===== src/rtl/fli_pkg.sv =====
package fli_pkg;
  localparam int SP_W       = 32;
  localparam int SP_EXP_W   = 8;
  localparam int SP_FRAC_W  = 23;
  localparam int DP_W       = 64;
  localparam int DP_EXP_W   = 11;
  localparam int DP_FRAC_W  = 52;
  localparam int FRAC_PAD_W = DP_FRAC_W - SP_FRAC_W;
  localparam int SP_BIAS    = 127;
  localparam int DP_BIAS    = 1023;
  localparam int BIAS_DIFF  = DP_BIAS - SP_BIAS;
  localparam int HALF_W     = SP_W / 2;

  typedef enum logic {
    OP_LOAD   = 1'b0,
    OP_INSERT = 1'b1
  } fli_op_e;
endpackage


===== src/rtl/fli_imm_join.sv =====
module fli_imm_join #(
  parameter int HI_W  = 10,
  parameter int MID_W = 5,
  parameter int LO_W  = 1,
  localparam int IMM_W = HI_W + MID_W + LO_W
) (
  input  logic [HI_W-1:0]  hi_i,
  input  logic [MID_W-1:0] mid_i,
  input  logic [LO_W-1:0]  lo_i,
  output logic [IMM_W-1:0] imm_o
);
  assign imm_o = {hi_i, mid_i, lo_i};
endmodule


===== src/rtl/fli_sp2dp.sv =====
module fli_sp2dp
  import fli_pkg::*;
(
  input  logic [SP_W-1:0] sp_i,
  output logic [DP_W-1:0] dp_o
);
  localparam int LZ_W = $clog2(SP_FRAC_W + 1);

  logic                 sgn;
  logic [SP_EXP_W-1:0]  exp_s;
  logic [SP_FRAC_W-1:0] frac_s;
  logic [LZ_W-1:0]      lz;
  logic                 found;
  logic [SP_FRAC_W-1:0] frac_n;
  logic [DP_EXP_W-1:0]  exp_d;

  assign sgn    = sp_i[SP_W-1];
  assign exp_s  = sp_i[SP_W-2 -: SP_EXP_W];
  assign frac_s = sp_i[SP_FRAC_W-1:0];

  // leading-zero count for subnormal normalisation
  always_comb begin
    lz    = '0;
    found = 1'b0;
    for (int i = SP_FRAC_W - 1; i >= 0; i--) begin
      if (!found && frac_s[i]) begin
        lz    = LZ_W'(SP_FRAC_W - 1 - i);
        found = 1'b1;
      end
    end
  end

  always_comb begin
    frac_n = frac_s << (lz + LZ_W'(1));
    exp_d  = DP_EXP_W'(BIAS_DIFF) - DP_EXP_W'(lz);
    if (exp_s == '0) begin
      if (frac_s == '0) dp_o = {sgn, {(DP_W-1){1'b0}}};
      else              dp_o = {sgn, exp_d, frac_n, {FRAC_PAD_W{1'b0}}};
    end else if (exp_s == '1) begin
      dp_o = {sgn, {DP_EXP_W{1'b1}}, frac_s, {FRAC_PAD_W{1'b0}}};
    end else begin
      dp_o = {sgn, DP_EXP_W'(exp_s) + DP_EXP_W'(BIAS_DIFF), frac_s, {FRAC_PAD_W{1'b0}}};
    end
  end
endmodule


===== src/rtl/fli_dp2sp.sv =====
module fli_dp2sp
  import fli_pkg::*;
(
  input  logic [DP_W-1:0] dp_i,
  output logic [SP_W-1:0] sp_o
);
  localparam int MIN_NORM_E = BIAS_DIFF + 1;
  localparam int MAX_NORM_E = BIAS_DIFF + (1 << SP_EXP_W) - 2;
  localparam int MIN_SUB_E  = BIAS_DIFF + 1 - SP_FRAC_W;

  logic                 sgn;
  logic [DP_EXP_W-1:0]  exp_d;
  logic [DP_FRAC_W-1:0] frac_d;
  logic [SP_FRAC_W-1:0] frac_hi;
  logic [SP_FRAC_W:0]   mant;
  logic [DP_EXP_W-1:0]  sh;
  logic [SP_FRAC_W-1:0] frac_sub;

  assign sgn     = dp_i[DP_W-1];
  assign exp_d   = dp_i[DP_W-2 -: DP_EXP_W];
  assign frac_d  = dp_i[DP_FRAC_W-1:0];
  assign frac_hi = frac_d[DP_FRAC_W-1 -: SP_FRAC_W];
  assign mant    = {1'b1, frac_hi};
  assign sh      = DP_EXP_W'(MIN_NORM_E) - exp_d;
  assign frac_sub = SP_FRAC_W'(mant >> sh[4:0]);

  always_comb begin
    if (exp_d == '1) begin
      // keep NaN a NaN when its payload lives only in dropped bits
      if (frac_d != '0 && frac_hi == '0)
        sp_o = {sgn, {SP_EXP_W{1'b1}}, 1'b1, {(SP_FRAC_W-1){1'b0}}};
      else
        sp_o = {sgn, {SP_EXP_W{1'b1}}, frac_hi};
    end else if (exp_d > DP_EXP_W'(MAX_NORM_E)) begin
      sp_o = {sgn, {SP_EXP_W{1'b1}}, {SP_FRAC_W{1'b0}}};
    end else if (exp_d >= DP_EXP_W'(MIN_NORM_E)) begin
      sp_o = {sgn, SP_EXP_W'(exp_d - DP_EXP_W'(BIAS_DIFF)), frac_hi};
    end else if (exp_d >= DP_EXP_W'(MIN_SUB_E)) begin
      sp_o = {sgn, {SP_EXP_W{1'b0}}, frac_sub};
    end else begin
      sp_o = {sgn, {(SP_W-1){1'b0}}};
    end
  end
endmodule


===== src/rtl/fp_imm_loader.sv =====
module fp_imm_loader
  import fli_pkg::*;
#(
  parameter int HI_W  = 10,
  parameter int MID_W = 5,
  parameter int LO_W  = 1,
  localparam int IMM_W = HI_W + MID_W + LO_W
) (
  input  logic             clk_i,
  input  logic             rst_ni,
  input  logic             valid_i,
  input  logic             op_i,
  input  logic [HI_W-1:0]  imm_hi_i,
  input  logic [MID_W-1:0] imm_mid_i,
  input  logic [LO_W-1:0]  imm_lo_i,
  input  logic [DP_W-1:0]  reg_i,
  output logic [DP_W-1:0]  result_o,
  output logic             wr_en_o
);
  logic [IMM_W-1:0] imm;
  logic [SP_W-1:0]  cur_sp;
  logic [SP_W-1:0]  new_sp;
  logic [DP_W-1:0]  new_dp;
  logic [DP_W-1:0]  result_q;
  logic             wr_q;
  fli_op_e          op;

  assign op = fli_op_e'(op_i);

  fli_imm_join #(.HI_W(HI_W), .MID_W(MID_W), .LO_W(LO_W)) u_join (
    .hi_i (imm_hi_i),
    .mid_i(imm_mid_i),
    .lo_i (imm_lo_i),
    .imm_o(imm)
  );

  fli_dp2sp u_narrow (
    .dp_i(reg_i),
    .sp_o(cur_sp)
  );

  // one widening unit shared by both operations
  always_comb begin
    if (op == OP_INSERT) new_sp = {cur_sp[SP_W-1 -: HALF_W], imm};
    else                 new_sp = {imm, {HALF_W{1'b0}}};
  end

  fli_sp2dp u_widen (
    .sp_i(new_sp),
    .dp_o(new_dp)
  );

  always_ff @(posedge clk_i or negedge rst_ni) begin
    if (!rst_ni) begin
      result_q <= '0;
      wr_q     <= 1'b0;
    end else begin
      wr_q <= valid_i;
      if (valid_i) result_q <= new_dp;
    end
  end

  assign result_o = result_q;
  assign wr_en_o  = wr_q;


  strobe_follows_valid_chk: assert property (@(posedge clk_i) disable iff (!rst_ni)
    valid_i |=> wr_en_o);

  strobe_idle_chk: assert property (@(posedge clk_i) disable iff (!rst_ni)
    !valid_i |=> !wr_en_o);

  result_hold_chk: assert property (@(posedge clk_i) disable iff (!rst_ni)
    !wr_en_o |-> $stable(result_o));

  load_sign_chk: assert property (@(posedge clk_i) disable iff (!rst_ni)
    (valid_i && op == OP_LOAD) |=> result_o[DP_W-1] == $past(imm[IMM_W-1]));

  load_special_exp_chk: assert property (@(posedge clk_i) disable iff (!rst_ni)
    (valid_i && op == OP_LOAD && imm[IMM_W-2 -: SP_EXP_W] == '1)
      |=> result_o[DP_W-2 -: DP_EXP_W] == '1);

  insert_sign_chk: assert property (@(posedge clk_i) disable iff (!rst_ni)
    (valid_i && op == OP_INSERT) |=> result_o[DP_W-1] == $past(reg_i[DP_W-1]));
endmodule


===== config.mk =====
export PLATFORM = sky130hd
export DESIGN_NAME = fp_imm_loader
export DESIGN_NICKNAME = d
export VERILOG_FILES = /design/src/rtl/fli_pkg.sv /design/src/rtl/fli_imm_join.sv /design/src/rtl/fli_sp2dp.sv /design/src/rtl/fli_dp2sp.sv /design/src/rtl/fp_imm_loader.sv
export SDC_FILE = /design/constraint.sdc
export NUM_CORES = 1
export LEC_CHECK = 0
export ABC_AREA = 1
export ABC_CLOCK_PERIOD_IN_PS = 2000
export BUFFER_PORTS_ARGS = -buffer_cell sky130_fd_sc_hd__buf_4
export CAP_MARGIN = 20
export CELL_PAD_IN_SITES_DETAIL_PLACEMENT = 1
export CELL_PAD_IN_SITES_GLOBAL_PLACEMENT = 1
export CORE_ASPECT_RATIO = 1.25
export CORE_MARGIN = 8
export CORE_UTILIZATION = 35
export CTS_CLUSTER_DIAMETER = 120
export CTS_CLUSTER_SIZE = 40
export DETAILED_ROUTE_END_ITERATION = 8
export GPL_TIMING_DRIVEN = 0
export PLACE_DENSITY = 0.85
export SKIP_LAST_GASP = 1
export SYNTH_ARGS = -nofsm -noshare
export SYNTH_HDL_FRONTEND = slang
export SYNTH_SLANG_ARGS = --single-unit

===== constraint.sdc =====
create_clock -name clk_i -period 2 [get_ports clk_i]
set_input_delay 0.2 -clock clk_i [delete_from_list [all_inputs] [get_ports clk_i]]
set_output_delay 0.2 -clock clk_i [all_outputs]
set_load 0.02 [all_outputs]

==> impl_results.md <==
* CP startpoint kind: primary input
* CP dominant cell by count: nand2_1
* Antenna Nets Post-Route at 0
* Worst-path clk slew at 0.07 ns
* DRC violation total after the first TritonRoute iteration at 912
* Setup CP Type: primary input to register
* Vias per cell at 6.34
* Hold Path End: wr_en_o
* Pre-CTS setup slack at -2.60 ns
* Sequential area share after synthesis at 17.9%
* Layout net count at 1176
* Skew-Pair Late Insertion Delay at 0.29 ns
* RSZ-0062 raised after global routing: yes
* First-pass detailed-route iteration total at 6
* Status: complete, but fails checks
* CTS Buf Count at 5
* CTS tree: done
* PwrDens at 616 nW/um2
* Hold depth at 1
* Initial antenna violation count at 2
* Final non-filler cell area at 8340 um2
* Slew Limit Headroom at 37.6%
* Crit path from: reg_i[53]
* Violated checks: negative setup slack
* Dpl hpwl at 18300 um
* Die area at 18000 um2
* Commonest non-fill, non-tap cells in the layout: 220 x buf_4, 178 x nand2_1, 82 x nor2_1
* Number of global-route vias before repair at 7758
* Worst Skew at 0 ns
* Peak supply drop at 0.431 mV
* Drt wl/cell at 29.0 um
* Fin crit period at 4.59 ns
* Pwr Total at 5.14 mW
* Ys flop type: dfrtp_1
* Crit-path slowest cell: nor3_2
* Register-to-Register Setup Slack at 1.06 ns
* Sink Count at 35
* Drt drc at 0
* Die Y at 148 um
* Setup TNS at -66.96 ns
* Reg-to-reg endpoint: result_o[53]
* Post-DP Area at 6280 um2
* Largest net degree at the start of global routing at 36
* YS warnings at 0
* Crit path capture type: register
* CP peak stage delay at 0.36 ns
* Most common cell after layout, fill and taps aside: buf_4
* Max Buffers Root-to-Sink at 2
* Root Buffer: clkbuf_16
* Util after Layout at 60.6%
* Final Cycle Share at 230%
* H-tree depth at 2
* Num ports at 149
* R2R depth at 2
* Final hold vios at 0
* Proportion of layout cells with a drive suffix above 1 at 47.6%
* Reg-to-Reg Start: result_o[53]
* Initial core utilization at 35.6%
* GRT overflow at 0
* Largest fanout on the critical path at 8
* Row count at 48
* Actual slew at the worst max-slew pin at 0.929 ns
* P_leak at 4.10 nW
* Core area at 13800 um2
* EDFF count, synth at 0
* IO buf count at 118
* Syn avg cell area at 5.84 um2
* Die width at 122 um
* Dpl cells at 1159
* Worst hold start: valid_i
* Ys async rst share at 100%
* GRT Overall Usage at 30.4%
* Final setup violation count at 32
* Fin Hold WS at 0.0444 ns
* Worst setup margin at -2.59 ns
* Req. time, crit path at 2.20 ns
* Crit path DAT at 4.79 ns
* Hold WC Path Type: primary input to register
* Gate Count Post-Synth at 838
* Vias at 8008
* MaxCap Viol Count at 0
* Post-Route WL at 36600 um
* Yosys cell types at 51
* Peak Freq at 218 MHz
* Post-Syn Area at 4890 um2
* Post-route insts no fill at 1264
* Final max-slew violation count at 0
* Seq cells post-synth at 35
* Area grow syn2layout at 70.5%
* First-pass GRT wire length at 42800 um
* Routability cong. at 0.983
-- cell type report --
cell class              count  area [um2]
fillers                  1781        5410
multi-input cells         685        4360
repair buffers            213        1800
flip-flops and latches     35         876
plain buffers              65         563
inverters                  81         345
well taps                 175         219
clock buffers               6         139
clock inverters             2        35.0
diodes                      2        5.00
-- sequential cells by signal, indices dropped and copies added, names as in the netlist --
name      flops
result_o     34
wr_en_o       1
-- metal layers --
metal | global-route usage, % | routed length (um)
met1 | 31.8 | 11800
met2 | 52.2 | 17100
met3 | 6.79 | 4210
met4 | 22.4 | 3550
met5 | 0 | 13
-- worst max-delay path: cells and delay by family --
kind                     cells  cell delay (ns)
AND/OR/NAND/NOR             25             3.29
buffers and inverters        8             0.90
AO/OA/AOI/OAI                1             0.20
adder cells (fa/ha/maj)      1             0.16
-- where the power goes --
part | leakage, nW | total [mW] | switching (mW) | internal [mW]
Sequential | 0.407 | 0.839 | 0.0583 | 0.781
Combinational | 3.61 | 3.32 | 2.05 | 1.27
Clock | 0.0869 | 0.982 | 0.360 | 0.622
Total | 4.10 | 5.14 | 2.47 | 2.67
-- cells in the mapped netlist, types with 3 or more instances --
cell type	n	area, um2
nand2_1	207	777
a31oi_1	8	50.1
a21oi_1	50	250
o21ai_2	3	26.3
buf_4	33	248
buf_1	5	18.8
inv_1	61	229
nor4_1	3	18.8
buf_6	7	78.8
nand3_1	130	651
ha_1	6	75.1
nand2_2	21	131
clkbuf_1	12	45.0
buf_2	7	35.0
nor2_1	102	383
o21ai_1	12	60.1
nor3_1	8	40.0
inv_2	19	71.3
nor2_4	5	56.3
nor2_2	5	31.3
o21ai_0	22	110
or2_2	4	25.0
nand3_2	11	110
nand4_1	32	200
dfrtp_1	35	876
-- how the worst max path moves through the flow --
stage | endpoint | depth (start not counted) | slack, ns
finish | result_o[49] | 35 | -2.59
global route | result_o[49] | 37 | -2.72
CTS | result_o[47] | 35 | -1.82
detailed placement | result_o[44] | 36 | -2.60
global placement | result_o[44] | 36 | -2.57
floorplan | result_o[48] | 34 | -1.59
-- repair_timing --
| action | CTS | global route |
|---|---|---|
| gates cloned | 4 | 2 |
| resized for setup | 118 | 128 |
| pin swaps | 50 | 74 |
| endpoints found under the hold margin | 35 | 0 |
| hold buffers | 1 | 0 |
| endpoints found under the setup margin | 32 | 32 |
| setup buffers | 51 | 39 |
-- logic make-up (layout without fill, tap and decap cells) --
| group | Yosys count | in the layout | synth area share [%] |
|---|---|---|---|
| flops | 35 | 35 | 17.9 |
| other cells | 1 | 31 | 0.0767 |
| simple gates | 542 | 542 | 52.7 |
| xor+xnor | 2 | 2 | 0.358 |
| buf+inv | 146 | 367 | 15.4 |
| compound gates | 106 | 106 | 12.1 |
| fa+ha+maj | 6 | 6 | 1.53 |
No activity file was read; power rests on OpenSTA's default activity.
